### config.mk
export PLATFORM = sky130hd
export DESIGN_NAME = eth_hws_dma
export DESIGN_NICKNAME = d
export VERILOG_FILES = /design/src/rtl/ehd_pkg.sv /design/src/rtl/ehd_req_norm.sv /design/src/rtl/ehd_lane_swap.sv /design/src/rtl/ehd_beat_seq.sv /design/src/rtl/eth_hws_dma.sv
export SDC_FILE = /design/constraint.sdc
export NUM_CORES = 1
export LEC_CHECK = 0
export ABC_AREA = 1
export BUFFER_PORTS_ARGS = -buffer_cell sky130_fd_sc_hd__buf_2
export CORE_ASPECT_RATIO = 1.25
export CORE_MARGIN = 4
export CORE_UTILIZATION = 56
export DETAILED_ROUTE_END_ITERATION = 8
export PLACE_DENSITY = 0.95
export SETUP_SLACK_MARGIN = 0.4
export SYNTH_ARGS = -nofsm -noshare
export SYNTH_HDL_FRONTEND = slang
export SYNTH_SLANG_ARGS = --single-unit
### constraint.sdc
create_clock -name clk -period 2.6 [get_ports clk]
set_input_delay 0.13 -clock clk [delete_from_list [all_inputs] [get_ports clk]]
set_output_delay 0.13 -clock clk [all_outputs]
set_load 0.01 [all_outputs]
### src/rtl/ehd_pkg.sv
package ehd_pkg;

   localparam int BYTE_W = 8;
   localparam int HALF_W = 16;

   typedef enum logic [0:0] {
      SEQ_IDLE = 1'b0,
      SEQ_RUN  = 1'b1
   } seq_state_e;

endpackage

### src/rtl/ehd_req_norm.sv
module ehd_req_norm #(
   parameter int ADDR_W = 32,
   parameter int LEN_W  = 12
) (
   input  logic              swap_i,
   input  logic [ADDR_W-1:0] addr_i,
   input  logic [LEN_W-1:0]  len_i,
   output logic [ADDR_W-1:0] addr_o,
   output logic [LEN_W-1:0]  len_o
);

   // swapped halfword traffic must start and end on a halfword boundary
   always_comb begin
      addr_o = addr_i;
      len_o  = len_i;
      if (swap_i) begin
         addr_o[0] = 1'b0;
         len_o[0]  = 1'b0;
      end
   end

endmodule

### src/rtl/ehd_lane_swap.sv
module ehd_lane_swap import ehd_pkg::*; #(
   parameter int DATA_W = 16
) (
   input  logic              en_i,
   input  logic [DATA_W-1:0] d_i,
   output logic [DATA_W-1:0] q_o
);

   localparam int N_HALF = DATA_W / HALF_W;

   for (genvar h = 0; h < N_HALF; h++) begin : g_half
      logic [HALF_W-1:0] straight;
      logic [HALF_W-1:0] crossed;
      assign straight = d_i[h*HALF_W +: HALF_W];
      assign crossed  = {straight[BYTE_W-1:0], straight[HALF_W-1:BYTE_W]};
      assign q_o[h*HALF_W +: HALF_W] = en_i ? crossed : straight;
   end

endmodule

### src/rtl/ehd_beat_seq.sv
module ehd_beat_seq import ehd_pkg::*; #(
   parameter int ADDR_W      = 32,
   parameter int LEN_W       = 12,
   parameter int BEAT_BYTES  = 2,
   parameter int CHUNK_BYTES = 64
) (
   input  logic                  clk,
   input  logic                  rst_n,
   input  logic                  start_i,
   input  logic [ADDR_W-1:0]     addr_i,
   input  logic [LEN_W-1:0]      len_i,
   input  logic                  to_mem_i,
   input  logic                  swap_i,
   input  logic [ADDR_W-1:0]     hi_i,
   input  logic                  src_valid_i,
   input  logic                  mem_ready_i,
   output logic                  run_o,
   output logic                  we_o,
   output logic                  swap_o,
   output logic                  mem_valid_o,
   output logic [ADDR_W-1:0]     mem_addr_o,
   output logic [BEAT_BYTES-1:0] mem_be_o,
   output logic                  mem_burst_end_o,
   output logic                  fire_o,
   output logic                  done_o
);

   localparam int BEATS_PER_CHUNK       = CHUNK_BYTES / BEAT_BYTES;
   localparam int CH_W                  = $clog2(BEATS_PER_CHUNK);
   localparam logic [LEN_W-1:0] STEP    = LEN_W'(BEAT_BYTES);
   localparam logic [ADDR_W-1:0] ASTEP  = ADDR_W'(BEAT_BYTES);
   localparam logic [CH_W-1:0] CH_LAST  = CH_W'(BEATS_PER_CHUNK - 1);

   seq_state_e        state_q;
   logic [ADDR_W-1:0] cur_q;
   logic [ADDR_W-1:0] hi_q;
   logic [LEN_W-1:0]  rem_q;
   logic [CH_W-1:0]   chunk_q;
   logic              we_q;
   logic              swap_q;
   logic              done_q;

   logic run;
   logic last_beat;
   logic chunk_edge;
   logic fire;

   assign run        = (state_q == SEQ_RUN);
   assign last_beat  = (rem_q <= STEP);
   assign chunk_edge = swap_q && we_q && (chunk_q == CH_LAST);
   assign mem_valid_o = run && (!we_q || src_valid_i);
   assign fire       = mem_valid_o && mem_ready_i;

   assign mem_addr_o      = hi_q | cur_q;
   assign mem_burst_end_o = last_beat || chunk_edge;
   assign run_o  = run;
   assign we_o   = we_q;
   assign swap_o = swap_q;
   assign fire_o = fire;
   assign done_o = done_q;

   // a byte lane is enabled while bytes remain to cover it
   for (genvar b = 0; b < BEAT_BYTES; b++) begin : g_be
      assign mem_be_o[b] = (rem_q > LEN_W'(b));
   end

   always_ff @(posedge clk or negedge rst_n) begin
      if (!rst_n) begin
         state_q <= SEQ_IDLE;
         cur_q   <= '0;
         hi_q    <= '0;
         rem_q   <= '0;
         chunk_q <= '0;
         we_q    <= 1'b0;
         swap_q  <= 1'b0;
         done_q  <= 1'b0;
      end else begin
         done_q <= 1'b0;
         if (state_q == SEQ_IDLE) begin
            if (start_i) begin
               cur_q   <= addr_i;
               rem_q   <= len_i;
               hi_q    <= hi_i;
               we_q    <= to_mem_i;
               swap_q  <= swap_i;
               chunk_q <= '0;
               if (len_i == '0) begin
                  done_q <= 1'b1;
               end else begin
                  state_q <= SEQ_RUN;
               end
            end
         end else if (fire) begin
            cur_q   <= cur_q + ASTEP;
            chunk_q <= chunk_edge ? '0 : chunk_q + 1'b1;
            if (last_beat) begin
               rem_q   <= '0;
               state_q <= SEQ_IDLE;
               done_q  <= 1'b1;
            end else begin
               rem_q <= rem_q - STEP;
            end
         end
      end
   end

   a_r11_idle_quiet: assert property (@(posedge clk) disable iff (!rst_n)
      !run |-> !mem_valid_o);

   a_r12_beat_hold: assert property (@(posedge clk) disable iff (!rst_n)
      run && !fire |=> $stable(mem_addr_o) && $stable(mem_be_o));

   a_r10_busy_ignore: assert property (@(posedge clk) disable iff (!rst_n)
      run && !fire |=> $stable(rem_q) && $stable(hi_q) && $stable(we_q) && $stable(swap_q));

   a_r2_even_span: assert property (@(posedge clk) disable iff (!rst_n)
      run && swap_q |-> !cur_q[0] && !rem_q[0]);

   a_r9_done_single: assert property (@(posedge clk) disable iff (!rst_n)
      done_q && !start_i |=> !done_q);

   a_r7_last_done: assert property (@(posedge clk) disable iff (!rst_n)
      fire && last_beat |=> done_q && !run);

endmodule

### src/rtl/eth_hws_dma.sv
module eth_hws_dma import ehd_pkg::*; #(
   parameter int ADDR_W      = 32,
   parameter int LEN_W       = 12,
   parameter int DATA_W      = 16,
   parameter int CHUNK_BYTES = 64
) (
   input  logic                   clk,
   input  logic                   rst_n,
   input  logic [ADDR_W-1:0]      hi_addr_i,
   input  logic                   req_valid_i,
   input  logic [ADDR_W-1:0]      req_addr_i,
   input  logic [LEN_W-1:0]       req_len_i,
   input  logic                   req_to_mem_i,
   input  logic                   req_swap_i,
   output logic                   busy_o,
   output logic                   done_o,
   input  logic                   dev_wvalid_i,
   input  logic [DATA_W-1:0]      dev_wdata_i,
   output logic                   dev_wready_o,
   output logic                   dev_rvalid_o,
   output logic [DATA_W-1:0]      dev_rdata_o,
   output logic                   mem_valid_o,
   input  logic                   mem_ready_i,
   output logic [ADDR_W-1:0]      mem_addr_o,
   output logic                   mem_we_o,
   output logic [DATA_W/8-1:0]    mem_be_o,
   output logic [DATA_W-1:0]      mem_wdata_o,
   output logic                   mem_burst_end_o,
   input  logic [DATA_W-1:0]      mem_rdata_i
);

   localparam int BEAT_BYTES = DATA_W / BYTE_W;

   if (DATA_W < HALF_W || (DATA_W % HALF_W) != 0) begin : g_bad_data_w
      $error("DATA_W must be a multiple of 16");
   end
   if (CHUNK_BYTES < 2 * BEAT_BYTES || (CHUNK_BYTES & (CHUNK_BYTES - 1)) != 0) begin : g_bad_chunk
      $error("CHUNK_BYTES must be a power of two of at least two beats");
   end
   if (LEN_W < 2) begin : g_bad_len_w
      $error("LEN_W must be at least 2");
   end

   logic [ADDR_W-1:0] norm_addr;
   logic [LEN_W-1:0]  norm_len;
   logic              run;
   logic              we_q;
   logic              swap_q;
   logic              fire;

   ehd_req_norm #(
      .ADDR_W (ADDR_W),
      .LEN_W  (LEN_W)
   ) i_norm (
      .swap_i (req_swap_i),
      .addr_i (req_addr_i),
      .len_i  (req_len_i),
      .addr_o (norm_addr),
      .len_o  (norm_len)
   );

   ehd_beat_seq #(
      .ADDR_W      (ADDR_W),
      .LEN_W       (LEN_W),
      .BEAT_BYTES  (BEAT_BYTES),
      .CHUNK_BYTES (CHUNK_BYTES)
   ) i_seq (
      .clk             (clk),
      .rst_n           (rst_n),
      .start_i         (req_valid_i),
      .addr_i          (norm_addr),
      .len_i           (norm_len),
      .to_mem_i        (req_to_mem_i),
      .swap_i          (req_swap_i),
      .hi_i            (hi_addr_i),
      .src_valid_i     (dev_wvalid_i),
      .mem_ready_i     (mem_ready_i),
      .run_o           (run),
      .we_o            (we_q),
      .swap_o          (swap_q),
      .mem_valid_o     (mem_valid_o),
      .mem_addr_o      (mem_addr_o),
      .mem_be_o        (mem_be_o),
      .mem_burst_end_o (mem_burst_end_o),
      .fire_o          (fire),
      .done_o          (done_o)
   );

   ehd_lane_swap #(.DATA_W(DATA_W)) i_wr_lanes (
      .en_i (swap_q),
      .d_i  (dev_wdata_i),
      .q_o  (mem_wdata_o)
   );

   ehd_lane_swap #(.DATA_W(DATA_W)) i_rd_lanes (
      .en_i (swap_q),
      .d_i  (mem_rdata_i),
      .q_o  (dev_rdata_o)
   );

   assign busy_o       = run;
   assign mem_we_o     = we_q;
   assign dev_wready_o = fire && we_q;
   assign dev_rvalid_o = fire && !we_q;

   a_r5_pass_write: assert property (@(posedge clk) disable iff (!rst_n)
      mem_valid_o && mem_we_o && !swap_q |-> mem_wdata_o == dev_wdata_i);

   a_r5_pass_read: assert property (@(posedge clk) disable iff (!rst_n)
      dev_rvalid_o && !swap_q |-> dev_rdata_o == mem_rdata_i);

   a_r3_swap_write: assert property (@(posedge clk) disable iff (!rst_n)
      mem_valid_o && mem_we_o && swap_q |->
         mem_wdata_o[HALF_W-1:0] == {dev_wdata_i[BYTE_W-1:0], dev_wdata_i[HALF_W-1:BYTE_W]});

   a_r4_swap_read: assert property (@(posedge clk) disable iff (!rst_n)
      dev_rvalid_o && swap_q |->
         dev_rdata_o[HALF_W-1:0] == {mem_rdata_i[BYTE_W-1:0], mem_rdata_i[HALF_W-1:BYTE_W]});

endmodule

==> results_dict.tcl <==
set metrics [dict create \
    status "finished with violations" \
    violations "hold timing" \
    syn_area_mm2 0.00566 \
    vias 6382 \
    powerDensity_mw_per_mm2 933 \
    synthArstFlopShare 1.00 \
    reg2reg_depth 8 \
    gr-total-overflow 0 \
    synthMuxAreaShare 0 \
    routed_wl_mm 16.9 \
    cts_tree "yes" \
    die_area_mm2 0.0118 \
    fp.dieW_um 97.9 \
    cap_violations 0 \
    synth.distinct_cells 37 \
    cts_buffers 9 \
    postSynthAreaPerCell_um2 6.48 \
    cts_sinks 85 \
    crit_type "reg2out" \
    io_pins 188 \
    cp_max_fo 33 \
    start_kind "flip-flop" \
    portBuffers 187 \
    path_delay_family "buffers and inverters" \
    postCtsSetupBuffers 0 \
    synth-seq-cells 85 \
    synth.area.top_cells "dfrtp_1 (38%), nand2_1 (23%), inv_1 (5.9%), nor2_1 (5.6%), o21ai_0 (5.0%)" \
    critPathBufInv 2 \
    fmax_mhz 523 \
    rows 40 \
    drcViolationCount 0 \
    dp_cells 1160 \
    ctsRootBufferMaster "clkbuf_16" \
    min_period_over_period 0.735 \
    clkTransAtPathRegs_ns 0.06 \
    firstDrtPassIters 6 \
    whs_ns -0.00319 \
    synth_compound_area_frac 0.0977 \
    synth-xor-area-share 0.00619 \
    netlist.area_leader.share 0.376 \
    fin_nets 1192 \
    drv_slew 0 \
    tightest_slew_ns 0.784 \
    setup.worst_path.end_class "primary output" \
    yosys-top-cells-count "nand2_1 (345), inv_1 (89), dfrtp_1 (85), nor2_1 (85), o21ai_0 (56)" \
    seq_area_frac_synth 0.376 \
    synth-edff-count 0 \
    path_cells "inv_1 > o21ai_0 > buf_2" \
    grt_use_total 0.292 \
    antenna_found_initial 0 \
    area_delta_synth_final_pct 27.9 \
    drive_above_1_share 0.258 \
    tns_ns 0 \
    hpwl_mm 12.1 \
    crit_required_ns 2.47 \
    yosys.area_share.simple 0.417 \
    hp-class "in2reg" \
    clock_path_buffers 2 \
    fill_cells 775 \
    ys.flop_type "dfrtp_1" \
    grt_pass1_wl_mm 28.3 \
    rsz0062_at_grt "no" \
    hold_viol 1 \
    synth_area_leader_cell "dfrtp_1" \
    grt_max_degree 59 \
    cp.arrival_ns 1.78 \
    synth_fa_ha_area_frac 0.00884 \
    synth_nets 993 \
    ctsHtreeMaxLevel 3 \
    finish.utilization 0.741 \
    ys_warn_count 0 \
    fin_cells 1205 \
    wl_per_cell_um 14.1 \
    cp.depth 3 \
    coreArea_mm2 0.00976 \
    start_util 0.580 \
    critPathSlowestCell "inv_1" \
    finalSetupViolCount 0 \
    die_y_um 120 \
    hold_depth 3 \
    leakagePower_nw 4.02 \
    synth_top_family_by_area "simple AND/OR/NAND/NOR gates" \
    maxSlewHeadroom 0.477 \
    slowest_delay_ns 0.58 \
    grt_pass1_vias 6196 \
    via_per_inst 5.30 \
    worstSkewPairLatency_ns 0.34 \
    gp_congestion 0.909 \
    synth.most_common_cell "nand2_1" \
    skew_ns 0.00533 \
    synth_cells 874 \
    drt_iter0_drc 422 \
    ant_nets 0 \
    period_needed_ns 1.91 \
    ir_drop_uv 557 \
]
cells by family (layout without fill, tap and decap cells):
family,count (synthesis),count (layout)
xor+xnor,4,4
other cells,0,1
fa+ha+maj,4,4
simple gates,548,548
flops,85,85
compound gates,104,104
buf+inv,129,333
placed cells by master (no fill, tap or decap), types with 8 or more instances in the layout:
master,instances
nand2_1,345
buf_2,186
inv_1,89
nor2_1,85
dfrtp_1,84
o21ai_0,56
nand3_1,46
or2_2,35
a21oi_1,33
dlygate4sd3_1,28
clkbuf_16,9
nor2_2,8
nand2_2,8
stage by stage:
stage	hold slack [ns]	total power [mW]	cell area, um2	setup WS [ns]
floorplan	-0.166	4.33	5660	1.23
global placement	0.227	5.22	6640	0.599
detailed placement	0.230	5.33	6640	0.554
CTS	0.000710	6.73	7230	0.541
global route	0.00750	7.28	7230	0.548
finish	-0.00319	6.75	7240	0.690
state kept, by name (all words and copies together) (netlist names):
name / flops
i_seq.cur_q: 32
i_seq.hi_q: 32
i_seq.rem_q: 12
i_seq.chunk_q: 5
i_seq.done_o: 1
i_seq.run_o: 1
i_seq.swap_o: 1
i_seq.we_o: 1
final timing paths:
kind / from / endpoint / slack, ns
setup reg to reg: i_seq.run_o / i_seq.cur_q[23] / 0.72
hold / removal: hi_addr_i[28] / i_seq.hi_q[28] / -0.003
setup / recovery: i_seq.swap_o / mem_wdata_o[11] / 0.69
max in group asynchronous: rst_n / i_seq.hi_q[9] / 1.58
min in group asynchronous: rst_n / i_seq.hi_q[25] / 0.38
hold reg to reg: i_seq.hi_q[0] / i_seq.hi_q[0] / 0.47
timing repair:
item / in CTS / in global routing
gates resized for setup: 0 / 2
setup endpoints to repair: 0 / 21
hold endpoints to repair: 79 / 0
hold buffers: 28 / 0
cell type report:
cell class / count / area (um2) / area share
diodes: 1 / 2.50 / 0.000346
clock buffers: 13 / 270 / 0.0374
clock inverters: 3 / 42.5 / 0.00588
inverters: 96 / 363 / 0.0501
multi-input cells: 660 / 3000 / 0.414
flip-flops and latches: 85 / 2130 / 0.294
well taps: 126 / 158 / 0.0218
repair buffers: 221 / 1280 / 0.176
routing by layer:
layer	wire length (um)	GRT usage
met4	583	0.116
met1	6160	0.349
met3	1650	0.0589
met2	8550	0.515
met5	0	0
worst min-delay path: stages:
cell and delay [ns]:
buf_2 0.07, nand2_1 0.04, nand2_1 0.06
report_power, final:
part,internal (mW),switching (mW),total [mW]
logic,1.20,1.74,2.94
clock network,0.822,0.528,1.35
registers,1.87,0.598,2.46
total,3.89,2.86,6.75
Note: power is estimated with default switching activity, not from simulation.
